$ cat src/rtl/mcr_pkg.sv
package mcr_pkg;
  localparam int BUS_AW    = 12;
  localparam int BUS_DW    = 32;
  localparam int CHIP_AW   = 16;
  localparam int FIRST_SPI = 32;

  localparam logic [BUS_AW-1:0] A_CTRL  = 12'h000;
  localparam logic [BUS_AW-1:0] A_STAT  = 12'h010;
  localparam logic [BUS_AW-1:0] A_OWNER = 12'h014;
  localparam logic [BUS_AW-1:0] A_CHIP0 = 12'h040;

  localparam logic [BUS_DW-1:0] CTRL_BLOCK_MASK = 32'h8000_0007;
  localparam int                BUSY_BIT  = 0;
  localparam int                OWNER_SH  = 4;
  localparam logic [1:0]        RS_DISC   = 2'b00;
  localparam logic [1:0]        RS_CONS   = 2'b01;

  localparam logic [2:0] E_NONE    = 3'd0;
  localparam logic [2:0] E_ACTIVE  = 3'd1;
  localparam logic [2:0] E_NOTDISC = 3'd2;
  localparam logic [2:0] E_TIMEOUT = 3'd3;
  localparam logic [2:0] E_RBACK   = 3'd4;
  localparam logic [2:0] E_INCONS  = 3'd5;

  typedef enum logic [2:0] {
    S_IDLE, S_CTRL, S_STAT0, S_POLL, S_WOWN, S_WCHIP, S_RBACK, S_STAT1
  } seq_state_e;

  typedef enum logic [1:0] {
    P_PRE_OWN, P_POST_OWN, P_PRE_CHIP, P_POST_CHIP
  } poll_ret_e;
endpackage

$ cat src/rtl/mcr_retry_ctr.sv
module mcr_retry_ctr #(
  parameter int RETRY = 1000,
  localparam int RCW = $clog2(RETRY + 2)
) (
  input  logic clk,
  input  logic rst_n,
  input  logic load,
  input  logic dec,
  output logic zero
);
  logic [RCW-1:0] cnt_q, cnt_d;

  always_comb begin
    cnt_d = cnt_q;
    if (load)      cnt_d = RCW'(RETRY);
    else if (dec)  cnt_d = cnt_q - 1'b1;
  end

  always_ff @(posedge clk or negedge rst_n) begin
    if (!rst_n)            cnt_q <= '0;
    else if (load || dec)  cnt_q <= cnt_d;
  end

  assign zero = (cnt_q == '0);
endmodule

$ cat src/rtl/mcr_chip_enc.sv
module mcr_chip_enc import mcr_pkg::*; #(
  parameter int MAX_CHIPS = 4,
  parameter int SPI_W     = 10,
  localparam int IW = (MAX_CHIPS > 1) ? $clog2(MAX_CHIPS) : 1
) (
  input  logic [IW-1:0]                idx,
  input  logic [MAX_CHIPS*CHIP_AW-1:0] addr_tbl,
  input  logic [MAX_CHIPS*SPI_W-1:0]   lo_tbl,
  input  logic [MAX_CHIPS*SPI_W-1:0]   hi_tbl,
  output logic [BUS_DW-1:0]            value
);
  logic [CHIP_AW-1:0] caddr;
  logic [SPI_W-1:0]   lo_raw, hi_raw, lo, hi, off;
  logic [SPI_W:0]     span;
  logic [6:0]         first_blk;
  logic [7:0]         n_blk;

  always_comb begin
    caddr  = addr_tbl[idx*CHIP_AW +: CHIP_AW];
    lo_raw = lo_tbl[idx*SPI_W +: SPI_W];
    hi_raw = hi_tbl[idx*SPI_W +: SPI_W];
    if (lo_raw == '0 && hi_raw == '0) begin
      lo = SPI_W'(FIRST_SPI);
      hi = SPI_W'(FIRST_SPI);
    end else begin
      lo = lo_raw;
      hi = hi_raw;
    end
    off       = lo - SPI_W'(FIRST_SPI);
    span      = {1'b0, hi} - {1'b0, lo} + 1'b1;
    first_blk = 7'(off >> 5);
    n_blk     = 8'(span >> 5);
    value     = {caddr, n_blk, first_blk, 1'b1};
  end
endmodule

$ cat src/rtl/mcr_chip_order.sv
module mcr_chip_order #(
  parameter int MAX_CHIPS = 4,
  localparam int IW = (MAX_CHIPS > 1) ? $clog2(MAX_CHIPS) : 1,
  localparam int CW = $clog2(MAX_CHIPS + 2)
) (
  input  logic [CW-1:0] cur,
  input  logic          owner_phase,
  input  logic [IW-1:0] owner,
  input  logic [CW-1:0] count,
  output logic [CW-1:0] nxt,
  output logic          last
);
  logic [CW-1:0] base;

  always_comb begin
    base = owner_phase ? '0 : cur + 1'b1;
    nxt  = (base == CW'(owner)) ? base + 1'b1 : base;
    last = (nxt >= count);
  end
endmodule

$ cat src/rtl/mc_route_seq.sv
module mc_route_seq import mcr_pkg::*; #(
  parameter int MAX_CHIPS = 4,
  parameter int SPI_W     = 10,
  parameter int RETRY     = 1000,
  localparam int IW = (MAX_CHIPS > 1) ? $clog2(MAX_CHIPS) : 1,
  localparam int CW = $clog2(MAX_CHIPS + 2)
) (
  input  logic                         clk,
  input  logic                         rst_n,
  input  logic                         start,
  input  logic [CW-1:0]                chip_count,
  input  logic [IW-1:0]                owner_idx,
  input  logic [MAX_CHIPS*CHIP_AW-1:0] chip_addr_tbl,
  input  logic [MAX_CHIPS*SPI_W-1:0]   spi_lo_tbl,
  input  logic [MAX_CHIPS*SPI_W-1:0]   spi_hi_tbl,
  output logic                         bus_req,
  output logic                         bus_we,
  output logic [BUS_AW-1:0]            bus_addr,
  output logic [BUS_DW-1:0]            bus_wdata,
  input  logic                         bus_ack,
  input  logic [BUS_DW-1:0]            bus_rdata,
  output logic                         busy,
  output logic                         done,
  output logic [2:0]                   err_code
);
  seq_state_e         st_q, st_d;
  poll_ret_e          ret_q, ret_d;
  logic [CW-1:0]      cur_q, cur_d;
  logic               first_q, first_d;
  logic [BUS_DW-1:0]  last_q, last_d;
  logic               done_q, done_d;
  logic [2:0]         err_q, err_d;

  logic               pc_load, pc_dec, pc_zero;
  logic [BUS_DW-1:0]  desc_val;
  logic [CW-1:0]      nxt_idx;
  logic               nxt_last;
  logic [BUS_AW-1:0]  desc_addr;

  mcr_retry_ctr #(.RETRY(RETRY)) u_retry (
    .clk(clk), .rst_n(rst_n), .load(pc_load), .dec(pc_dec), .zero(pc_zero)
  );

  mcr_chip_enc #(.MAX_CHIPS(MAX_CHIPS), .SPI_W(SPI_W)) u_enc (
    .idx(cur_q[IW-1:0]), .addr_tbl(chip_addr_tbl),
    .lo_tbl(spi_lo_tbl), .hi_tbl(spi_hi_tbl), .value(desc_val)
  );

  mcr_chip_order #(.MAX_CHIPS(MAX_CHIPS)) u_order (
    .cur(cur_q), .owner_phase(first_q), .owner(owner_idx),
    .count(chip_count), .nxt(nxt_idx), .last(nxt_last)
  );

  assign desc_addr = A_CHIP0 + (BUS_AW'(cur_q) << 2);

  always_comb begin
    st_d      = st_q;
    ret_d     = ret_q;
    cur_d     = cur_q;
    first_d   = first_q;
    last_d    = last_q;
    done_d    = done_q;
    err_d     = err_q;
    pc_load   = 1'b0;
    pc_dec    = 1'b0;
    bus_req   = 1'b0;
    bus_we    = 1'b0;
    bus_addr  = '0;
    bus_wdata = '0;

    unique case (st_q)
      S_IDLE: begin
        if (start) begin
          st_d   = S_CTRL;
          done_d = 1'b0;
          err_d  = E_NONE;
        end
      end
      S_CTRL: begin
        bus_req  = 1'b1;
        bus_addr = A_CTRL;
        if (bus_ack) begin
          if ((bus_rdata & CTRL_BLOCK_MASK) != '0) begin
            st_d = S_IDLE; done_d = 1'b1; err_d = E_ACTIVE;
          end else begin
            st_d = S_STAT0;
          end
        end
      end
      S_STAT0: begin
        bus_req  = 1'b1;
        bus_addr = A_STAT;
        if (bus_ack) begin
          if (bus_rdata[1:0] != RS_DISC) begin
            st_d = S_IDLE; done_d = 1'b1; err_d = E_NOTDISC;
          end else begin
            st_d = S_POLL; ret_d = P_PRE_OWN; pc_load = 1'b1;
          end
        end
      end
      S_POLL: begin
        bus_req  = 1'b1;
        bus_addr = A_OWNER;
        if (bus_ack) begin
          if (!bus_rdata[BUSY_BIT]) begin
            last_d = bus_rdata;
            unique case (ret_q)
              P_PRE_OWN:  st_d = S_WOWN;
              P_POST_OWN: begin
                ret_d   = P_PRE_CHIP;
                pc_load = 1'b1;
                cur_d   = CW'(owner_idx);
                first_d = 1'b1;
              end
              P_PRE_CHIP:  st_d = S_WCHIP;
              P_POST_CHIP: st_d = S_RBACK;
              default:     st_d = S_IDLE;
            endcase
          end else if (pc_zero) begin
            st_d = S_IDLE; done_d = 1'b1; err_d = E_TIMEOUT;
          end else begin
            pc_dec = 1'b1;
          end
        end
      end
      S_WOWN: begin
        bus_req   = 1'b1;
        bus_we    = 1'b1;
        bus_addr  = A_OWNER;
        bus_wdata = last_q | (BUS_DW'(owner_idx) << OWNER_SH);
        if (bus_ack) begin
          st_d = S_POLL; ret_d = P_POST_OWN; pc_load = 1'b1;
        end
      end
      S_WCHIP: begin
        bus_req   = 1'b1;
        bus_we    = 1'b1;
        bus_addr  = desc_addr;
        bus_wdata = desc_val;
        if (bus_ack) begin
          st_d = S_POLL; ret_d = P_POST_CHIP; pc_load = 1'b1;
        end
      end
      S_RBACK: begin
        bus_req  = 1'b1;
        bus_addr = desc_addr;
        if (bus_ack) begin
          if (bus_rdata != desc_val) begin
            st_d = S_IDLE; done_d = 1'b1; err_d = E_RBACK;
          end else begin
            st_d = S_STAT1;
          end
        end
      end
      S_STAT1: begin
        bus_req  = 1'b1;
        bus_addr = A_STAT;
        if (bus_ack) begin
          if (bus_rdata[1:0] != RS_CONS) begin
            st_d = S_IDLE; done_d = 1'b1; err_d = E_INCONS;
          end else if (nxt_last) begin
            st_d = S_IDLE; done_d = 1'b1;
          end else begin
            cur_d   = nxt_idx;
            first_d = 1'b0;
            st_d    = S_POLL;
            ret_d   = P_PRE_CHIP;
            pc_load = 1'b1;
          end
        end
      end
      default: st_d = S_IDLE;
    endcase
  end

  always_ff @(posedge clk or negedge rst_n) begin
    if (!rst_n) begin
      st_q    <= S_IDLE;
      ret_q   <= P_PRE_OWN;
      cur_q   <= '0;
      first_q <= 1'b0;
      last_q  <= '0;
      done_q  <= 1'b0;
      err_q   <= E_NONE;
    end else begin
      st_q    <= st_d;
      ret_q   <= ret_d;
      cur_q   <= cur_d;
      first_q <= first_d;
      last_q  <= last_d;
      done_q  <= done_d;
      err_q   <= err_d;
    end
  end

  assign busy     = (st_q != S_IDLE);
  assign done     = done_q;
  assign err_code = err_q;
endmodule

$ cat config.mk
export PLATFORM = sky130hd
export DESIGN_NAME = mc_route_seq
export DESIGN_NICKNAME = d
export VERILOG_FILES = /design/src/rtl/mcr_pkg.sv /design/src/rtl/mcr_retry_ctr.sv /design/src/rtl/mcr_chip_enc.sv /design/src/rtl/mcr_chip_order.sv /design/src/rtl/mc_route_seq.sv
export SDC_FILE = /design/constraint.sdc
export NUM_CORES = 1
export LEC_CHECK = 0
export BUFFER_PORTS_ARGS = -buffer_cell sky130_fd_sc_hd__buf_2
export CAP_MARGIN = 25
export CORE_ASPECT_RATIO = 1.1
export CORE_MARGIN = 2
export CORE_UTILIZATION = 40
export DETAILED_ROUTE_END_ITERATION = 8
export PLACE_DENSITY = 0.69
export SLEW_MARGIN = 5
export SYNTH_ARGS = -nofsm -noshare
export SYNTH_HDL_FRONTEND = slang
export SYNTH_SLANG_ARGS = --single-unit
$ cat constraint.sdc
create_clock -name clk -period 15.84 [get_ports clk]
set_input_delay 2.376 -clock clk [delete_from_list [all_inputs] [get_ports clk]]
set_output_delay 2.376 -clock clk [all_outputs]
set_load 0.005 [all_outputs]
==> results.yml <==
outcome:
  status: "finished, final reports clean"
power_and_ir_drop:
  power_mw: 1.33
  p_per_area_nw_per_um2: 195
  p_leak_nw: 3.35
  vdd_drop_max_mv: 0.101
final_layout:
  fin_nets: 983
  drive_gt1_share_pct: 40.5
  nFillCells: 1293
  final_core_util_pct: 51.5
  diodes: 0
  syn_to_final_growth_pct: 25.5
cts:
  clk_path_buf_depth: 2
  worst_skew_pair.late_latency_ps: 310
  root_buffer: "clkbuf_16"
  clkSlewWorstSetupHoldPaths_ps: 80
  postCtsSetupBuffers: 0
  ctsHoldBuffers: 0
  cts_max_level: 2
  cts_resized: 0
  cts_tree: "yes"
  numClockSinks: 54
  cts_made_buffers: 5
critical_path:
  timing_worst_setup_path_type: "in2out"
  critPathMaxFanout: 9
  r2r_start: "cur_q[0]"
  arrival_ps: 6450
  crit_path_start_kind: "primary input"
  max_stage_delay_ps: 480
  path_cells: "buf_2, mux2_2, mux2_2, a2111oi_0, nand4_1, nand2b_1, nor2b_1, ha_1, ha_1, o211a_1, o21ai_0, a31oi_2, o21ai_0, a311oi_1, mux2i_1, nor2_1, buf_2"
  cp_slowest_cell: "a311oi_1"
  end_kind: "primary output"
  path_buf_inv: 2
  startpoint: "spi_hi_tbl[20]"
  required_ps: 13460
  crit_family: "compound AO/OA/AOI/OAI gates"
synth:
  async_flop_share_pct: 100
  yosys.area.top_type_share_pct: 24.9
  synthTopCellsByArea: "dfrtp_1 (25%), mux4_2 (8.3%), mux2_2 (8.1%)"
  synth_commonest_cells: "dfrtp_1 (54), nor2_1 (45), mux2i_1 (43)"
  synth-edff-count: 0
  syn_inst: 567
  synth.distinct_cells: 67
  ys.warnings.count: 0
  synth_top_area_cell: "dfrtp_1"
  synth_area_um2: 5420
  ys_seq_area_share_pct: 24.9
  yosysMostFrequentCell: "dfrtp_1"
  avgSynthCellArea_um2: 9.56
  yosys_register_bits: 54
  ys.flop_type: "dfrtp_1"
global_route:
  grt_usage_pct: 22.5
  grt_pass1_wl_mm: 25.8
  overflow: 0
  grt_max_degree: 55
  grt_pass1_vias: 5154
  antenna_found_initial: 0
timing:
  tightest_slew_ps: 741
  holdWs_ps: 499
  slew_violations: 0
  slew_headroom_pct: 50.6
  finClkSkew_ps: 4.98
  fmax_mhz: 113
  fin_setup_tns_ps: 0
  rsz0062_at_grt: "false"
  min_period_ps: 8820
  final_hold_viol_count: 0
  setup_viol: 0
  post-route-period-util_pct: 55.7
hold_path:
  min_path_type: "reg2reg"
  hold_start: "err_code[0]"
floorplan:
  die_y_um: 126
  io_pins: 236
  fp.coreArea_um2: 13200
  die_area_um2: 14500
  num_rows: 44
  die_w_um: 115
  initial_core_util_pct: 41.0
drt:
  drtAntennaViolNets: 0
  wirelength_mm: 16.1
  detail_route.wl_per_cell_um: 17.2
  via_count: 5127
  first_pass_iters: 4
  drt_iter0_markers: 191
  vias_per_cell: 5.48
  drc: 0
place:
  dpl.hpwl_mm: 12.6
  port_buffers: 227
  globalplace.congestion: 0.960
flow_run:
  maxCapViolCount: 0
[routing by layer]
layer / track usage (%) / wire length (um) / vias to the layer above
li1: - / - / 2507
met1: 27.0 / 6710 / 2405
met2: 40.2 / 8070 / 187
met3: 3.71 / 890 / 28
met4: 7.87 / 445 / 0
met5: 0 / 0 / -
[through the flow]
| step | instance area (um2) | setup WS [ps] | instances |
|---|---|---|---|
| floorplan | 5450 | 7670 | 574 |
| global placement | 6630 | 7160 | 928 |
| detailed placement | 6630 | 7090 | 928 |
| CTS | 6800 | 7090 | 936 |
| global route | 6800 | 6540 | 936 |
| finish | 6800 | 7020 | 936 |
[worst reg2reg max path, cell delays in order, from the launching register on]
cell       delay (ps)
dfrtp_2           410
buf_4             570
inv_1             560
mux2_2            420
a2111oi_0         390
nand4_1           260
nand2b_1          220
nor2b_1           170
ha_1              300
ha_1              410
a21o_1            200
o21ai_0           360
a31oi_2           120
or3_1             370
a21bo_1           190
or4_1             500
or4_4             590
nand2_2           120
mux2_1            320
[worst paths after layout]
path / to / slack, ps / cells past startpoint
setup / recovery: bus_wdata[13] / 7020 / 17
hold / removal: err_code[0] / 500 / 1
setup reg to reg: err_code[0] / 9230 / 18
hold reg to reg: err_code[0] / 500 / 1
max in group asynchronous: cur_q[1] / 13090 / 2
min in group asynchronous: u_retry.cnt_q[1] / 2200 / 2
[sequential cells by signal, indices dropped and copies added (netlist names)]
signal / cells
cur_q: 3
done: 1
err_code: 3
first_q: 1
last_q: 31
ret_q: 2
st_q: 3
u_retry.cnt_q: 10
[area by class of cell]
type	instances	area, um2	share of cell area (%)
multi-input combinational	456	3800	55.8
sequential	54	1360	19.9
timing repair buffer	234	1190	17.5
tap	161	201	2.96
clock buffer	5	125	1.84
inverter	23	86.3	1.27
clock inverter	3	47.5	0.699
[where the power goes]
part	internal, mW	switching, mW
combinational	0.441	0.496
sequential	0.202	0.0554
clock	0.0760	0.0595
[placed cells by master, fill, tap and decap left out, types with 4 or more instances in the layout]
cell and n:
mux4_1 8, inv_1 23, dfrtp_1 51, nand4_1 6
buf_2 227, nor4_1 9, and2_1 6, mux2_2 39
nand3_1 12, a31oi_1 4, xor2_1 11, nor2_1 45
ha_1 24, a21oi_1 19, nor3_1 16, and3_1 5
nor2b_1 11, mux4_2 20, nand2_1 37, xnor2_1 26
nor3b_1 9, a21o_1 4, buf_4 7, conb_1 8
nand2b_1 7, mux2i_1 43, a211oi_1 8, o21ai_0 22
clkbuf_16 5
[cells by family (layout without fill, tap and decap cells)]
logic type / after synthesis / count (layout) / synth area share [%]
buffers and inverters: 64 / 265 / 5.49
and+or+nand+nor: 181 / 181 / 17.2
muxes: 111 / 111 / 28.4
AOI/OAI and AO/OA: 94 / 94 / 11.9
adders and majority gates: 24 / 24 / 5.54
other: 1 / 8 / 0.0692
DFF: 54 / 54 / 24.9
xor gates and xnor gates: 38 / 38 / 6.40
Note: power is estimated with default switching activity, not from simulation.
